`src/rtl/irq_router_pkg.sv`:
```
package irq_router_pkg;

    localparam int unsigned SRC_N  = 32;
    localparam int unsigned DATA_W = 32;
    localparam int unsigned ADDR_W = 8;
    localparam int unsigned IDX_W  = $clog2(SRC_N);

    localparam logic [ADDR_W-1:0] OFS_IRQ_PEND = 8'h00;
    localparam logic [ADDR_W-1:0] OFS_ENABLE   = 8'h04;
    localparam logic [ADDR_W-1:0] OFS_ROUTE    = 8'h08;
    localparam logic [ADDR_W-1:0] OFS_CTRL     = 8'h0C;
    localparam logic [ADDR_W-1:0] OFS_FIQ_PEND = 8'h10;
    localparam logic [ADDR_W-1:0] OFS_RAW      = 8'h20;

    typedef struct packed {
        logic [SRC_N-1:0] en;
        logic [SRC_N-1:0] route;
        logic             wake_sel;
    } cfg_t;

    typedef struct packed {
        logic              irq;
        logic              fiq;
        logic              wake;
        logic [IDX_W-1:0]  idx;
        logic              vld;
        logic [DATA_W-1:0] rdata;
    } out_t;

endpackage

```
`src/rtl/irq_cfg_regs.sv`:
```
module irq_cfg_regs
    import irq_router_pkg::*;
#(
    parameter int unsigned AW = ADDR_W,
    parameter int unsigned DW = DATA_W
) (
    input  logic          clk,
    input  logic          rst_n,
    input  logic          wr_en,
    input  logic [AW-1:0] addr,
    input  logic [DW-1:0] wdata,
    output cfg_t          cfg
);

    cfg_t cfg_d, cfg_q;

    always_comb begin
        cfg_d = cfg_q;
        if (wr_en) begin
            unique case (addr)
                OFS_ENABLE: cfg_d.en       = wdata[SRC_N-1:0];
                OFS_ROUTE:  cfg_d.route    = wdata[SRC_N-1:0];
                OFS_CTRL:   cfg_d.wake_sel = wdata[0];
                default:    cfg_d = cfg_q;
            endcase
        end
    end

    always_ff @(posedge clk or negedge rst_n) begin
        if (!rst_n) cfg_q <= '0;
        else        cfg_q <= cfg_d;
    end

    assign cfg = cfg_q;

endmodule

```
`src/rtl/irq_route.sv`:
```
module irq_route
    import irq_router_pkg::*;
#(
    parameter int unsigned N = SRC_N
) (
    input  logic [N-1:0] raw,
    input  logic [N-1:0] en,
    input  logic [N-1:0] route,
    input  logic         wake_sel,
    output logic [N-1:0] irq_pend,
    output logic [N-1:0] fiq_pend,
    output logic         wake_req
);

    logic [N-1:0] live;

    for (genvar g = 0; g < N; g++) begin : g_src
        assign live[g]     = raw[g] & en[g];
        assign irq_pend[g] = live[g] & ~route[g];
        assign fiq_pend[g] = live[g] &  route[g];
    end

    always_comb begin
        if (wake_sel) wake_req = |live;
        else          wake_req = |raw;
    end

endmodule

```
`src/rtl/irq_lowest.sv`:
```
module irq_lowest
    import irq_router_pkg::*;
#(
    parameter int unsigned N  = SRC_N,
    parameter int unsigned IW = $clog2(N)
) (
    input  logic [N-1:0]  vec,
    output logic [IW-1:0] idx,
    output logic          vld
);

    always_comb begin
        idx = '0;
        vld = 1'b0;
        for (int i = N - 1; i >= 0; i--) begin
            if (vec[i]) begin
                idx = IW'(i);
                vld = 1'b1;
            end
        end
    end

endmodule

```
`src/rtl/irq_router.sv`:
```
module irq_router
    import irq_router_pkg::*;
(
    input  logic              clk,
    input  logic              rst_n,
    input  logic [SRC_N-1:0]  irq_src,
    input  logic [ADDR_W-1:0] reg_addr,
    input  logic              reg_wr,
    input  logic              reg_rd,
    input  logic [DATA_W-1:0] reg_wdata,
    output logic [DATA_W-1:0] reg_rdata,
    output logic              irq_o,
    output logic              fiq_o,
    output logic              wake_o,
    output logic [IDX_W-1:0]  irq_idx,
    output logic              irq_idx_vld
);

    cfg_t             cfg;
    logic [SRC_N-1:0] irq_pend, fiq_pend;
    logic             wake_req;
    logic [IDX_W-1:0] low_idx;
    logic             low_vld;
    out_t             out_d, out_q;

    irq_cfg_regs #(.AW(ADDR_W), .DW(DATA_W)) u_regs (
        .clk(clk), .rst_n(rst_n), .wr_en(reg_wr),
        .addr(reg_addr), .wdata(reg_wdata), .cfg(cfg)
    );

    irq_route #(.N(SRC_N)) u_route (
        .raw(irq_src), .en(cfg.en), .route(cfg.route), .wake_sel(cfg.wake_sel),
        .irq_pend(irq_pend), .fiq_pend(fiq_pend), .wake_req(wake_req)
    );

    irq_lowest #(.N(SRC_N), .IW(IDX_W)) u_low (
        .vec(irq_pend), .idx(low_idx), .vld(low_vld)
    );

    always_comb begin
        out_d      = out_q;
        out_d.irq  = |irq_pend;
        out_d.fiq  = |fiq_pend;
        out_d.wake = wake_req;
        out_d.idx  = low_idx;
        out_d.vld  = low_vld;
        if (reg_rd) begin
            unique case (reg_addr)
                OFS_IRQ_PEND: out_d.rdata = DATA_W'(irq_pend);
                OFS_ENABLE:   out_d.rdata = DATA_W'(cfg.en);
                OFS_ROUTE:    out_d.rdata = DATA_W'(cfg.route);
                OFS_CTRL:     out_d.rdata = DATA_W'(cfg.wake_sel);
                OFS_FIQ_PEND: out_d.rdata = DATA_W'(fiq_pend);
                OFS_RAW:      out_d.rdata = DATA_W'(irq_src);
                default:      out_d.rdata = '0;
            endcase
        end
    end

    always_ff @(posedge clk or negedge rst_n) begin
        if (!rst_n) out_q <= '0;
        else        out_q <= out_d;
    end

    assign reg_rdata   = out_q.rdata;
    assign irq_o       = out_q.irq;
    assign fiq_o       = out_q.fiq;
    assign wake_o      = out_q.wake;
    assign irq_idx     = out_q.idx;
    assign irq_idx_vld = out_q.vld;

endmodule

```
`config.mk`:
```
export PLATFORM = sky130hd
export DESIGN_NAME = irq_router
export DESIGN_NICKNAME = d
export VERILOG_FILES = /design/src/rtl/irq_router_pkg.sv /design/src/rtl/irq_cfg_regs.sv /design/src/rtl/irq_route.sv /design/src/rtl/irq_lowest.sv /design/src/rtl/irq_router.sv
export SDC_FILE = /design/constraint.sdc
export NUM_CORES = 1
export LEC_CHECK = 0
export ABC_AREA = 1
export BUFFER_PORTS_ARGS = -buffer_cell sky130_fd_sc_hd__clkbuf_2
export CORE_UTILIZATION = 45
export DETAILED_ROUTE_END_ITERATION = 10
export PLACE_DENSITY = 0.73
export SLEW_MARGIN = 20
export SYNTH_ARGS = -nofsm -noshare
export SYNTH_HDL_FRONTEND = slang
export SYNTH_SLANG_ARGS = --single-unit
export TNS_END_PERCENT = 20
```
`constraint.sdc`:
```
create_clock -name clk -period 1.9 [get_ports clk]
set_clock_uncertainty 0.05 [all_clocks]
set_input_delay 0.095 -clock clk [delete_from_list [all_inputs] [get_ports clk]]
set_output_delay 0.095 -clock clk [all_outputs]
set_load 0.01 [all_outputs]
```
Yosys cells after proc, flatten, opt, wreduce, memory -nomap -nowiden:

Index checks and enable logic that the tools add are counted.

* input bits: 76
* memory bits (writable): 0
* memories kept: 0
* latch bits: 0
* output and inout bits: 41
* flip-flop bits (word level): 106
* ROM bits: 0

* $lt $le $gt $ge: 0
* $mul: 0
* bitwise operators: 128
* divide/modulo/power cells: 0
* muxes and demuxes: 66
* equality and inequality tests: 5
* shift-type cells: 0
* reduce and logical (&&, ||, !) cells: 8
* add/subtract/negate cells: 0

Operators by type and width (number)
* $pmux W32 S6: 1
* $mux W5: 32
* $reduce_or A32 Y1: 4
* $and A1 B1 Y1: 96
* $mux W1: 33
* $not A1 Y1: 32
* $eq A8 B4 Y1 const B: 2
* $eq A8 B3 Y1 const B: 1
* $eq A8 B5 Y1 const B: 1
* $eq A8 B6 Y1 const B: 1
* $logic_not A8 Y1: 1
* $reduce_and A2 Y1: 3

Depth between registers and ports, before layout:

* word-level depth: 34
* mapped depth: 32
* mapped depth without buffers: 32

Hierarchy:

Synthesis repeated with hierarchy kept, for this count alone.

* cell total of the unflattened synthesis: 1068
* area, all modules: 7048.0 um^2

Modules (own cells, without submodules)
* irq_router: cells each 459, instances 1, area each 3133.0 um^2
* irq_cfg_regs: cells each 310, instances 1, area each 2726.4 um^2
* irq_route: cells each 192, instances 1, area each 745.7 um^2
* irq_lowest: cells each 107, instances 1, area each 442.9 um^2

Worst setup path after synthesis:

No wires, ideal clock.

* kind: reg-to-reg
* from: register u_regs.cfg_q, in the netlist u_regs.cfg[62]
* to: register out_q, in the netlist irq_idx[0]
* stages on the path, launching flop included: 32
* period minus slack after synthesis: 2066 ps
* path slack: -166 ps
* arrival: 1943 ps
* path buffers: 0
* setup time: 73 ps
* cells stage by stage: dfrtp_1 nand2_1 or2_4 nand2_1 nand2_1 nand2_1 nand2_1 nand2_1 nand2_1 nand2_1 nand2_1 nand2_1 nand2_1 nand2_1 nand2_1 nand2_1 nand2_1 nand2_1 nand2_1 nand2_1 nand2_1 nand2_1 nand2_1 nand2_1 nand2_1 nand2_1 nand2_1 nand2_1 nand2_1 nand2_1 nand2_1 a21oi_2

* longest elaborated chain between the ends: 32

Ends and longest elaborated chain
* from (decl): RTL line irq_cfg_regs.sv:15 `cfg_t cfg_d, cfg_q;`
* from (signal assigned): RTL line irq_cfg_regs.sv:31 `else cfg_q <= cfg_d;`
* $and A1 B1 Y1: RTL line irq_route.sv:18 `assign live[g] = raw[g] & en[g];`
* $and A1 B1 Y1: RTL line irq_route.sv:19 `assign irq_pend[g] = live[g] & ~route[g];`
* $mux W5 (30 in a row): RTL line irq_lowest.sv:16 `if (vec[i]) begin`
* named net low_idx[0]: RTL line irq_router.sv:22 `logic [IDX_W-1:0] low_idx;`
* to (signal assigned): RTL line irq_router.sv:62 `else out_q <= out_d;`
* to (decl): RTL line irq_router.sv:24 `out_t out_d, out_q;`

The timed path passes the listed nets, and every way through them passes these cells.
A chain may end at the register's enable or synchronous reset.

Worst setup path after layout:

Same ends and word-level chain as after synthesis.

==> results.yml <==
status:
  outcome: "finished with violations"
  failed_checks: "negative setup slack"
placed_design:
  io_buffer_count: 116
  dp_hpwl_mm: 13.26
  placed_cells: 1139
  place_congestion: 0.9328
  place_ws_ps: -348.1
final_layout:
  multi_input_area_um2: 2733
  seq_area_um2: 2653
  fill_cells: 1184
  antenna_cells: 0
  area_delta_synth_final_pct: 35.19
  fin_nets: 1088
  fin_cells: 1189
  drive_gt1_share_pct: 24.09
synthesis:
  ys_seq_area_share_pct: 44.84
  synth_largest_area_cell: "dfrtp_1"
  syn_inst: 800
  synth.area.top_cells: "dfrtp_1, nand2_1, o21ai_1"
  ys_warn_count: 0
  synth_area_um2: 5916
  yosys-top-cells-count: "nand2_1, dfrtp_1, o21ai_1"
  yosys.cell_types.count: 37
  ys_async_sr_fraction_pct: 100.0
  yosys_most_used_dff: "dfrtp_1"
  synth-edff-count: 0
  synth.most_common_cell: "nand2_1"
  syn-mean-instance-area_um2: 7.395
  postSynthNetCount: 876
  ys_ff_latch: 106
  synth_top_area_share_pct: 44.84
die:
  die_w_um: 116.7
  num_rows: 41
  die_h_um: 116.7
  core_um2: 12720
  dieArea_um2: 13610
  ioPinCount: 117
  initial_core_util_pct: 46.50
sta:
  worst_slack_ps: -371.8
  finalSetupTns_ps: -371.8
  slew_viol_final: 0
  post-route-period-util_pct: 119.6
  hold_viol: 0
  finalSetupViolCount: 1
  max_freq_mhz: 440.2
  tightest_slew_ps: 535.2
  rsz0062_at_grt: "true"
  min_period_ps: 2272
  max_slew_margin_pct: 63.39
  fin_hold_ws_ps: 77.54
pwr:
  vdd_drop_max_v: 0.0006446
  pwr_density_cell_nw_per_um2: 643.3
  p_total_mw: 5.145
  p_leak_nw: 3.962
global_route:
  grt_antenna_before_repair: 0
  groute.usage.overall_pct: 28.04
  grt_pass1_wl_mm: 28.67
  grt.overflow.total: 0
  grt_pass1_vias: 5804
  grt_start_max_net_pins: 65
route:
  dr_total_vias: 6320
  drt-initial-drc-count: 524
  drt-wirelength-per-cell_um: 15.12
  via_per_inst: 5.315
  first_pass_iters: 5
  drc: 0
  ant_nets: 0
  totalWireLength_mm: 17.97
min_path:
  min_path_type: "input pin to register"
flow_run:
  cap_violations: 0
cts:
  clock_latency_ps: 360
  cts_tree: "yes"
  numCtsBuffers: 9
  cts_buffer_depth: 2
  cts-htree-levels: 3
  clkTransAtPathRegs_ps: 70
  cts.sinks: 106
  cts_root_buf: "clkbuf_16"
critical_path:
  end_kind: "register"
  critPathSlowestCell: "dfrtp_1"
  start_kind: "register"
  critPathKind: "register to register"
  critPathRequiredTime_ps: 2130
  path_max_fanout: 2
  crit_arrival_ps: 2510
  critPathMaxStageDelay_ps: 360
  crit_top_cell: "nand2_1"
==> worst paths after layout <==
kind	from	endpoint	slack, ps	depth (start not counted)
max	u_regs.cfg[62]	irq_idx[0]	-370	31
min	irq_src[0]	irq_idx[0]	80	4
max reg2reg	u_regs.cfg[62]	irq_idx[0]	-370	31
min reg2reg	reg_rdata[26]	reg_rdata[26]	430	2
max in group asynchronous	rst_n	reg_rdata[1]	1080	3
min in group asynchronous	rst_n	reg_rdata[19]	140	2
==> placed cells by master, fill, tap and decap left out, types with 3 or more instances in the layout <==
master / synthesis / final
nand2_1: 250 / 246
clkbuf_2: 0 / 115
o21ai_1: 106 / 106
dfrtp_1: 106 / 106
inv_1: 78 / 77
buf_4: 0 / 75
nor2_1: 59 / 59
dlygate4sd3_1: 0 / 34
nand3_1: 28 / 28
o21ai_0: 20 / 20
nand4_1: 15 / 15
a211oi_1: 15 / 15
nor4_1: 14 / 12
inv_2: 10 / 10
o211ai_1: 9 / 9
a221oi_1: 9 / 9
clkbuf_16: 0 / 9
buf_12: 0 / 8
bufinv_8: 7 / 7
nand2_2: 0 / 4
a21oi_1: 4 / 4
a31oi_1: 4 / 4
nor3_1: 5 / 4
o221ai_1: 4 / 4
o22ai_1: 4 / 4
clkinv_1: 2 / 3
o2111ai_1: 3 / 3
==> per-stage QoR <==
step	utilization (%)	area (µm²)
final	62.86	7998
after global routing	62.86	7998
after CTS	62.78	7986
after detailed placement	57.64	7333
after global placement	57.64	7333
after floorplan	-	5916
==> metal layers <==
metal / vias up / wire length [µm] / track usage [%]
met5: - / 0 / 0
met4: 0 / 471 / 9.367
met3: 38 / 1377 / 6.487
met2: 280 / 8492 / 45.80
met1: 2905 / 7631 / 36.77
li1: 3097 / - / -
==> final cells by class <==
class	instances	share of cell area, %
multi-input cells	566	34.17
flip-flops and latches	106	33.17
repair buffers	232	20.49
inverters	97	5.757
clock buffers	12	3.082
well taps	172	2.691
clock inverters	4	0.6414
==> cells by family (layout without fill, tap and decap cells) <==
logic type             count (synthesis)  count (layout)  synth area share [%]
flip-flops                           106             106                 44.84
AND/OR/NAND/NOR                      379             379                 26.88
buffers and inverters                128             345                 9.751
AO/OA/AOI/OAI                        187             187                 18.53
==> state kept, by name, indices dropped and copies added, names as in the netlist <==
| signal | cells |
|---|---|
| u_regs.cfg | 65 |
| reg_rdata | 32 |
| irq_idx | 5 |
| fiq_o | 1 |
| irq_idx_vld | 1 |
| irq_o | 1 |
| wake_o | 1 |
==> worst max-delay path: cells and delay by family (launching register included) <==
family | cells | cell delay (ps)
DFF | 1 | 360
AOI/OAI and AO/OA | 1 | 100
and+or+nand+nor | 30 | 1700
==> report_power, final <==
part	total (mW)	switching (mW)	internal [mW]	leakage, nW
registers	2.45	0.0730	2.38	1.45
clock network	1.86	0.804	1.06	0.143
logic	0.835	0.469	0.366	2.37
==> repair_timing <==
item | CTS | global route
pin swaps | 0 | 0
buffers inserted | 0 | 0
hold endpoints to repair | 171 | 0
endpoints found under the setup margin | 5 | 6
resized for setup | 3 | 3
hold buffers | 34 | 0
(Power assumes the default switching activity.)
